**src/rtl/accel_irq_pkg.sv**
```systemverilog
package accel_irq_pkg;

    localparam int unsigned REG_W     = 32;
    localparam int unsigned AUX_N     = 7;
    localparam int unsigned BIT_DONE  = 0;
    localparam int unsigned BIT_ERR   = 24;
    localparam int unsigned BIT_AUX0  = 8;
    localparam int unsigned BIT_AUXHI = 15;  // aux[k], k>=1, lands on bit 15+k

    localparam logic [REG_W-1:0] SRC_BITS = 32'h013F_0101;

    localparam int unsigned ADDR_RAW   = 0;
    localparam int unsigned ADDR_MASK  = 1;
    localparam int unsigned ADDR_MSTAT = 2;
    localparam int unsigned ADDR_ECMD  = 3;
    localparam int unsigned FLAG_BASE  = 64;

    typedef enum logic {
        CAP_EMPTY = 1'b0,
        CAP_HELD  = 1'b1
    } cap_state_e;

    function automatic logic [REG_W-1:0] aux_to_raw(input logic [AUX_N-1:0] aux);
        logic [REG_W-1:0] v;
        v = '0;
        v[BIT_AUX0] = aux[0];
        for (int k = 1; k < AUX_N; k++) begin
            v[BIT_AUXHI + k] = aux[k];
        end
        return v;
    endfunction

endpackage

```
**src/rtl/accel_irq_status.sv**
```systemverilog
module accel_irq_status
    import accel_irq_pkg::*;
(
    input  logic             clk,
    input  logic             rst_n,
    input  logic             ev_done,
    input  logic             ev_err,
    input  logic [AUX_N-1:0] ev_aux,
    input  logic             raw_clr_en,
    input  logic             mask_wr_en,
    input  logic [REG_W-1:0] wdata,
    output logic [REG_W-1:0] raw_q,
    output logic [REG_W-1:0] mask_q,
    output logic [REG_W-1:0] masked
);

    logic [REG_W-1:0] set_vec;
    logic [REG_W-1:0] clr_vec;
    logic [REG_W-1:0] raw_d;

    always_comb begin
        set_vec           = aux_to_raw(ev_aux);
        set_vec[BIT_DONE] = ev_done;
        set_vec[BIT_ERR]  = ev_err;
        clr_vec           = raw_clr_en ? wdata : '0;
        // a new event outranks a clear of the same bit
        raw_d             = ((raw_q & ~clr_vec) | set_vec) & SRC_BITS;
    end

    always_ff @(posedge clk) begin
        if (!rst_n) begin
            raw_q  <= '0;
            mask_q <= SRC_BITS;
        end else begin
            raw_q <= raw_d;
            if (mask_wr_en) begin
                mask_q <= wdata & SRC_BITS;
            end
        end
    end

    assign masked = raw_q & ~mask_q;

endmodule

```
**src/rtl/accel_irq_cap.sv**
```systemverilog
module accel_irq_cap
    import accel_irq_pkg::*;
#(
    parameter int unsigned CMD_W = 16
) (
    input  logic             clk,
    input  logic             rst_n,
    input  logic             err_evt,
    input  logic [CMD_W-1:0] err_cmd_in,
    input  logic             err_clr,
    output logic             held,
    output logic [CMD_W-1:0] cmd_q
);

    cap_state_e state_q;
    cap_state_e state_d;

    always_comb begin
        state_d = state_q;
        unique case (state_q)
            CAP_EMPTY: if (err_evt) state_d = CAP_HELD;
            CAP_HELD:  if (err_clr && !err_evt) state_d = CAP_EMPTY;
        endcase
    end

    always_ff @(posedge clk) begin
        if (!rst_n) begin
            state_q <= CAP_EMPTY;
        end else begin
            state_q <= state_d;
        end
    end

    always_ff @(posedge clk) begin
        if (!rst_n) begin
            cmd_q <= '0;
        end else begin
            unique case (state_q)
                CAP_EMPTY: if (err_evt) cmd_q <= err_cmd_in;
                CAP_HELD:  if (err_clr) cmd_q <= err_evt ? err_cmd_in : '0;
            endcase
        end
    end

    assign held = (state_q == CAP_HELD);

endmodule

```
**src/rtl/accel_irq_flags.sv**
```systemverilog
module accel_irq_flags
    import accel_irq_pkg::*;
#(
    parameter int unsigned FLAG_N = 32,
    localparam int unsigned IDX_W = $clog2(FLAG_N)
) (
    input  logic             clk,
    input  logic             rst_n,
    input  logic             set_valid,
    input  logic [IDX_W-1:0] set_idx,
    input  logic [REG_W-1:0] set_bits,
    input  logic             clr_valid,
    input  logic [IDX_W-1:0] clr_idx,
    input  logic [REG_W-1:0] clr_bits,
    input  logic [IDX_W-1:0] rd_idx,
    output logic [REG_W-1:0] rd_word
);

    logic [REG_W-1:0] word_q [FLAG_N];

    for (genvar i = 0; i < FLAG_N; i++) begin : g_word
        logic [REG_W-1:0] s;
        logic [REG_W-1:0] c;
        assign s = (set_valid && set_idx == IDX_W'(i)) ? set_bits : '0;
        assign c = (clr_valid && clr_idx == IDX_W'(i)) ? clr_bits : '0;
        always_ff @(posedge clk) begin
            if (!rst_n) begin
                word_q[i] <= '0;
            end else begin
                word_q[i] <= (word_q[i] & ~c) | s;
            end
        end
    end

    assign rd_word = word_q[rd_idx];

endmodule

```
**src/rtl/accel_irq_unit.sv**
```systemverilog
module accel_irq_unit
    import accel_irq_pkg::*;
#(
    parameter int unsigned CMD_W  = 16,
    parameter int unsigned FLAG_N = 32,
    parameter int unsigned ADDR_W = 7,
    localparam int unsigned IDX_W = $clog2(FLAG_N)
) (
    input  logic              clk,
    input  logic              rst_n,
    input  logic              ev_done,
    input  logic              ev_err,
    input  logic [CMD_W-1:0]  ev_err_cmd,
    input  logic [AUX_N-1:0]  ev_aux,
    input  logic              flag_set_valid,
    input  logic [IDX_W-1:0]  flag_set_idx,
    input  logic [REG_W-1:0]  flag_set_bits,
    input  logic              req_valid,
    input  logic              req_write,
    input  logic [ADDR_W-1:0] req_addr,
    input  logic [REG_W-1:0]  req_wdata,
    output logic              rsp_valid,
    output logic [REG_W-1:0]  rsp_rdata,
    output logic              irq
);

    logic [REG_W-1:0] raw_q;
    logic [REG_W-1:0] mask_q;
    logic [REG_W-1:0] masked;
    logic             cap_held;
    logic [CMD_W-1:0] err_cmd;
    logic [REG_W-1:0] flag_word;

    logic             wr_en;
    logic             rd_en;
    logic             hit_flag;
    logic [IDX_W-1:0] flag_idx;
    logic [ADDR_W:0]  flag_off;

    assign wr_en    = req_valid && req_write;
    assign rd_en    = req_valid && !req_write;
    assign flag_off = {1'b0, req_addr} - (ADDR_W+1)'(FLAG_BASE);
    assign hit_flag = ({1'b0, req_addr} >= (ADDR_W+1)'(FLAG_BASE)) &&
                      (flag_off < (ADDR_W+1)'(FLAG_N));
    assign flag_idx = flag_off[IDX_W-1:0];

    accel_irq_status u_status (
        .clk        (clk),
        .rst_n      (rst_n),
        .ev_done    (ev_done),
        .ev_err     (ev_err),
        .ev_aux     (ev_aux),
        .raw_clr_en (wr_en && req_addr == ADDR_W'(ADDR_RAW)),
        .mask_wr_en (wr_en && req_addr == ADDR_W'(ADDR_MASK)),
        .wdata      (req_wdata),
        .raw_q      (raw_q),
        .mask_q     (mask_q),
        .masked     (masked)
    );

    accel_irq_cap #(.CMD_W(CMD_W)) u_cap (
        .clk        (clk),
        .rst_n      (rst_n),
        .err_evt    (ev_err),
        .err_cmd_in (ev_err_cmd),
        .err_clr    (wr_en && req_addr == ADDR_W'(ADDR_RAW) && req_wdata[BIT_ERR]),
        .held       (cap_held),
        .cmd_q      (err_cmd)
    );

    accel_irq_flags #(.FLAG_N(FLAG_N)) u_flags (
        .clk       (clk),
        .rst_n     (rst_n),
        .set_valid (flag_set_valid),
        .set_idx   (flag_set_idx),
        .set_bits  (flag_set_bits),
        .clr_valid (wr_en && hit_flag),
        .clr_idx   (flag_idx),
        .clr_bits  (req_wdata),
        .rd_idx    (flag_idx),
        .rd_word   (flag_word)
    );

    always_ff @(posedge clk) begin
        if (!rst_n) begin
            rsp_valid <= 1'b0;
            rsp_rdata <= '0;
            irq       <= 1'b0;
        end else begin
            irq       <= |masked;
            rsp_valid <= rd_en;
            if (rd_en) begin
                if (hit_flag) begin
                    rsp_rdata <= flag_word;
                end else begin
                    unique case (int'(req_addr))
                        ADDR_RAW:   rsp_rdata <= raw_q;
                        ADDR_MASK:  rsp_rdata <= mask_q;
                        ADDR_MSTAT: rsp_rdata <= masked;
                        ADDR_ECMD:  rsp_rdata <= {{(REG_W-CMD_W){1'b0}}, err_cmd};
                        default:    rsp_rdata <= '0;
                    endcase
                end
            end
        end
    end

endmodule

```
**config.mk**
```make
export PLATFORM = sky130hd
export DESIGN_NAME = accel_irq_unit
export DESIGN_NICKNAME = d
export VERILOG_FILES = /design/src/rtl/accel_irq_pkg.sv /design/src/rtl/accel_irq_status.sv /design/src/rtl/accel_irq_cap.sv /design/src/rtl/accel_irq_flags.sv /design/src/rtl/accel_irq_unit.sv
export SDC_FILE = /design/constraint.sdc
export NUM_CORES = 2
export LEC_CHECK = 0
export BUFFER_PORTS_ARGS = -buffer_cell sky130_fd_sc_hd__buf_2
export CORE_MARGIN = 2
export CORE_UTILIZATION = 35
export DETAILED_ROUTE_END_ITERATION = 10
export PLACE_DENSITY_LB_ADDON = 0.25
export REMOVE_ABC_BUFFERS = 1
export SLEW_MARGIN = 20
export SYNTH_ARGS = -nofsm -noshare
export SYNTH_HDL_FRONTEND = slang
export SYNTH_SLANG_ARGS = --single-unit
```
**constraint.sdc**
```tcl
create_clock -name clk -period 2.4 [get_ports clk]
set_input_delay 0.24 -clock clk [delete_from_list [all_inputs] [get_ports clk]]
set_output_delay 0.24 -clock clk [all_outputs]
set_load 0.05 [all_outputs]
```
# Yosys cells after proc, flatten, opt, wreduce, memory -nomap -nowiden
# Memories as Yosys holds them, arrays and structs flattened.
# Cells that the tools add are included.
[word_totals] regBits=69 mem_bits_rw=1024 input_bits=106 elab_cells=399 mem_count=1
[memory_table] memory="u_flags.word_q" words=32 width=32 rd=33 rd_clocked_by_memory_dff=0 write_ports=32 line="accel_irq_flags.sv:19" rtl="logic [REG_W-1:0] word_q [FLAG_N];"
[classes] addsub=1 n_lt_le_gt_ge=2 n_eq_ne=67 mux=108 n_bitwise=134 reduce_logical=79
[ops] op="$mux W32" n=97
[ops] op="$and A32 B32 Y32" n=32
[ops] op="$not A32 Y32" n=32
[ops] op="$or A32 B32 Y32" n=32
[ops] op="$eq A5 B5 Y1 const B" n=32
[ops] op="$pmux W32 S4" n=1
[ops] op="$eq A5 B4 Y1 const B" n=16
[ops] op="$logic_and A1 B1 Y1" n=72
[ops] op="$mux W16" n=3
[ops] op="$eq A5 B3 Y1 const B" n=8
[ops] op="$and A25 B32 Y32" n=1
[ops] op="$not A25 Y32" n=1
[ops] op="$or A1 B1 Y1" n=32
[ops] op="$pmux W16 S2" n=1
[ops] op="$reduce_or A32 Y1" n=1
[ops] op="$and A25 B25 Y25" n=1
[ops] op="$mux W25" n=1
[ops] op="$not A25 Y25" n=1
[ops] op="$or A25 B25 Y25" n=1
[ops] op="$eq A5 B2 Y1 const B" n=4
[ops] op="$eq A7 B2 Y1 const B" n=2
[ops] op="$eq A5 B1 Y1 const B" n=2
[ops] op="$logic_not A5 Y1" n=2
[ops] op="$lt A8 B6 Y1 const B" n=1
[ops] op="11 further kinds" n=15

# Longest topological paths before layout
[logic_depth] ltp_word=10 depth_mapped=9

# By module
# A second synthesis with hierarchy kept.
[hier_totals] hier_cells=6339 area_unflattened_um2=53894.2
[modules_own_cells] module="accel_irq_flags" n_inst=1 cells_each=5864 area_each_um2=49648.9
[modules_own_cells] module="accel_irq_unit" n_inst=1 cells_each=253 area_each_um2=2233.4
[modules_own_cells] module="accel_irq_status" n_inst=1 cells_each=145 area_each_um2=1231.2
[modules_own_cells] module="accel_irq_cap" n_inst=1 cells_each=77 area_each_um2=780.7

# Least setup slack after synthesis
# No wires, ideal clock.
[synth_path] path_kind="input to register" start="input port req_addr[0]" end="register rsp_rdata[18]" setup_time_ns=0.135 arrival_ns=1.938 setup_slack_ns=0.327 cell_stages=7 n_path_buf=3 cell_sequence="buf_2 -> buf_6 -> buf_2 -> mux4_2 -> a211o_1 -> o211ai_1 -> a31oi_1"
[synth_via] elab_chain_len=4 elab_cells_between_ends=11 cone_classes="1 x add/sub; 2 x order compare; 3 x eq/ne; 2 x mux; 2 x reduce/logical; 1 x memory"
[synth_lines] element="start, declared" line="accel_irq_unit.sv:20" rtl="input logic [ADDR_W-1:0] req_addr,"
[synth_lines] element="$sub A7 B7 Y8" line="accel_irq_unit.sv:42" rtl="assign flag_off = {1'b0, req_addr} - (ADDR_W+1)'(FLAG_BASE);"
[synth_lines] element="$lt A8 B6 Y1" line="accel_irq_unit.sv:44" rtl="(flag_off < (ADDR_W+1)'(FLAG_N));"
[synth_lines] element="$logic_and A1 B1 Y1" line="accel_irq_unit.sv:43" rtl="assign hit_flag = ({1'b0, req_addr} >= (ADDR_W+1)'(FLAG_BASE)) &&"
[synth_lines] element="$mux W32 *" line="accel_irq_unit.sv:93" rtl="if (hit_flag) begin"
[synth_lines] element="end signal, assigned" line="accel_irq_unit.sv:94" rtl="rsp_rdata <= flag_word;"
[synth_lines] element="end signal, assigned" line="accel_irq_unit.sv:97" rtl="ADDR_RAW: rsp_rdata <= raw_q;"
[synth_lines] element="end signal, assigned" line="accel_irq_unit.sv:98" rtl="ADDR_MASK: rsp_rdata <= mask_q;"
[synth_lines] element="end, declared" line="accel_irq_unit.sv:23" rtl="output logic [REG_W-1:0] rsp_rdata,"
# Every way passes the cells marked *; elsewhere a longest branch is shown, timed or not.
# A chain may end at the register's enable or synchronous reset.

# Final worst setup path
[layout_path] start="register rsp_rdata[14]" end="output port rsp_rdata[14]"
# No word-level cell between the ends.

==> flow_summary.yaml <==
clocking:
  cts_setup_buffers: 0
  ctsHoldBuffers: 27
  post_cts_resized: 0
  clockRootBuffer: "clkbuf_16"
  cts_max_level: 3
  cts_buffers: 115
  clk_pin_slew_ns: 0.06
  ctsLongestPathBuffers: 3
  clock-sinks: 1093
  clock_latency_ns: 0.76
  cts_tree: "done"
timing:
  slew_viol_final: 0
  fmax_mhz: 487.0
  relSlewSlack_pct: 32.78
  whs_ns: 0.08334
  timing.final.crit_share_pct: 85.55
  worst_slew_pin_slew_ns: 1.006
  finClkSkew_ns: 0.03177
  setup_violations: 0
  grt_setup_unrepaired: "no"
  hold_viol: 0
  fin_crit_ns: 2.053
synth:
  synth_cell_types: 46
  synth_cells: 5674
  synth_top_area_share_pct: 41.92
  yosys-top-cells-area: "dfxtp_1 (42%), a22oi_1 (15%), nor2b_1 (13%)"
  synthFlopType: "dfxtp_1"
  yosysTopAreaCell: "dfxtp_1"
  synthArstFlopShare_pct: 0
  synth-seq-cells: 1093
  yosys_warnings: 0
  avgSynthCellArea_um2: 9.200
  synthesis.area_um2: 52200
  synth_edf_count: 0
  seq_area_frac_synth_pct: 41.92
worst_setup_path:
  crit_slowest_cell: "dfxtp_1"
  crit_chain: "buf_2"
  cp_slowest_stage_delay_ns: 0.67
  worstPathBufferInverterCount: 1
  critPathLaunchType: "flip-flop"
  critical_path_required_ns: 2.16
  reg2reg_from: "u_flags.word_q[22][5]$_SDFF_PN0_"
  crit_family: "flip-flops"
  critPathMaxFanout: 2
  cp-end-kind: "output port"
  crit_start: "rsp_rdata[14]$_SDFFE_PN0P_"
  cp.arrival_ns: 1.81
  path_class: "reg -> out"
routing:
  vias: 45820
  drtPass1Iterations: 6
  wl_per_cell_um: 28.21
  drc: 0
  drtIter0Drc: 6099
  avgViaCountPerCell: 5.962
  wl_um: 216800
  antenna_left: 0
floorplanning:
  core_um2: 147800
  rows: 141
  ioPinCount: 140
  die_h_um: 390.2
  die_w_um: 390.2
  initial_core_util_pct: 35.31
  die_area_um2: 152300
layout:
  design_area_um2: 61360
  syn2layout_area_growth_pct: 17.54
  finalNetCount: 5754
  instances_no_fill: 7685
  final_layout_size_suffix_gt1_share_pct: 16.41
  n_fill_cell: 14310
power_and_ir_drop:
  p_leak_nw: 19.09
  p_per_area_nw_per_um2: 661.9
  peakVddDrop_mv: 0.6292
  power_w: 0.04061
placed_design:
  place_congestion: 0.8548
  io_buffers: 139
  place_inst: 7434
  dp_hpwl_um: 130100
  place_area_um2: 57100
job:
  cap_violations: 0
global_route:
  grt_use_total_pct: 27.59
  grt_pass1_vias: 43410
  grt-ovfl-total: 0
  antenna_found_initial: 21
  grt_pass1_wl_um: 311400
  grt_max_degree: 99
worst_hold_path:
  min_from: "req_wdata[18]"
  hp-class: "in -> reg"
outcome:
  status: "complete, no violations"
==> worst paths after layout <==
kind,end,slack (ns),cells after the start
min reg2reg,u_flags.word_q[7][22]$_SDFF_PN0_,0.52,2
min,u_status.mask_q[18]$_SDFFE_PN1P_,0.08,3
max,rsp_rdata[14],0.35,1
max reg2reg,rsp_rdata[5]$_SDFFE_PN0P_,0.38,6
==> cell type report <==
cell class / count / area, µm² / area share (%)
antenna: 8 / 20.02 / 0.03263
sequential: 1093 / 21880 / 35.66
inverter: 8 / 30.03 / 0.04894
tap: 1930 / 2415 / 3.936
timing repair buffer: 505 / 5182 / 8.446
multi-input combinational: 3925 / 27870 / 45.42
clock buffer: 174 / 3442 / 5.610
clock inverter: 42 / 520.5 / 0.8483
==> logic make-up (layout without fill, tap and decap cells) <==
family,Yosys count,in the layout,share of synthesized area (%)
AOI/OAI and AO/OA,1332,1332,19.12
buffers and inverters,656,729,5.304
DFF,1093,1093,41.92
muxes,330,330,10.93
other,0,8,0
and+or+nand+nor,2263,2263,22.73
==> cells in the final DEF (no fill, tap or decap), drive strengths merged, types with 2 or more instances in the layout <==
master,synthesis,layout
dlygate4sd3,0,27
clkinv,0,26
a22oi,1063,1063
a22o,54,54
buf,207,478
nand3b,4,4
nand4b,2,2
a31oi,10,10
o22ai,34,34
nor2,27,27
nand2,1088,1088
nand2b,10,10
a32oi,7,7
mux4,192,192
nor3,9,9
diode,0,8
bufinv,0,9
mux2i,138,138
and3,3,3
clkbuf,441,174
a32o,5,5
dfxtp,1093,1093
and2,3,3
or2,3,3
o21ai,14,14
nor4,35,35
clkinvlp,0,3
a21boi,2,2
a211oi,41,41
nand4,2,2
a21oi,35,35
nand3,18,18
inv,8,12
o221ai,32,32
o211ai,13,13
a211o,18,18
nor2b,1057,1057
a221o,2,2
==> cell usage after synthesis, drive strengths merged (9+ instances only) <==
master / instances
nor2: 27
buf: 207
nor3: 9
dfxtp: 1093
a21oi: 35
nand2b: 10
a22o: 54
o221ai: 32
mux2i: 138
o22ai: 34
nor4: 35
a211oi: 41
mux4: 192
a31oi: 10
nand3: 18
nand2: 1088
nor2b: 1057
o211ai: 13
a211o: 18
o21ai: 14
a22oi: 1063
clkbuf: 441
==> worst min-delay path, cell delays in order <==
cell and delay [ns]:
buf_2 0.31, nand2_1 0.14, o211ai_1 0.09
==> sequential cells by signal (all words and copies together), names as in the netlist <==
signal           cells
u_flags.word_q    1024
rsp_rdata           32
u_cap.cmd_q         16
u_status.mask_q      9
u_status.raw_q       9
irq                  1
rsp_valid            1
u_cap.held           1
==> power by group <==
group | switching [W] | total, W | internal [W]
clock network | 0.00808 | 0.0190 | 0.0109
registers | 0.000108 | 0.0184 | 0.0183
logic | 0.00210 | 0.00324 | 0.00115
==> metal layers <==
layer | share of wire, % | vias to the layer above | GRT usage [%]
li1 | - | 20070 | -
met1 | 43 | 22960 | 38.73
met2 | 43 | 2311 | 40.51
met3 | 9.9 | 462 | 7.020
met4 | 4.0 | 18 | 10.38
met5 | 0.053 | - | 0
==> metrics by stage <==
| step | worst slack (ns) | setup TNS, ns | utilization, % |
|---|---|---|---|
| after CTS | 0.3539 | 0 | 41.49 |
| after global routing | 0.2930 | 0 | 41.50 |
| after detailed placement | -0.1686 | -2.713 | 38.63 |
| after global placement | -0.1750 | -2.038 | 38.63 |
| after floorplan | -1.197 | -724.72 | - |
| final | 0.3467 | 0 | 41.50 |
Power figures use the tool's default switching activity.
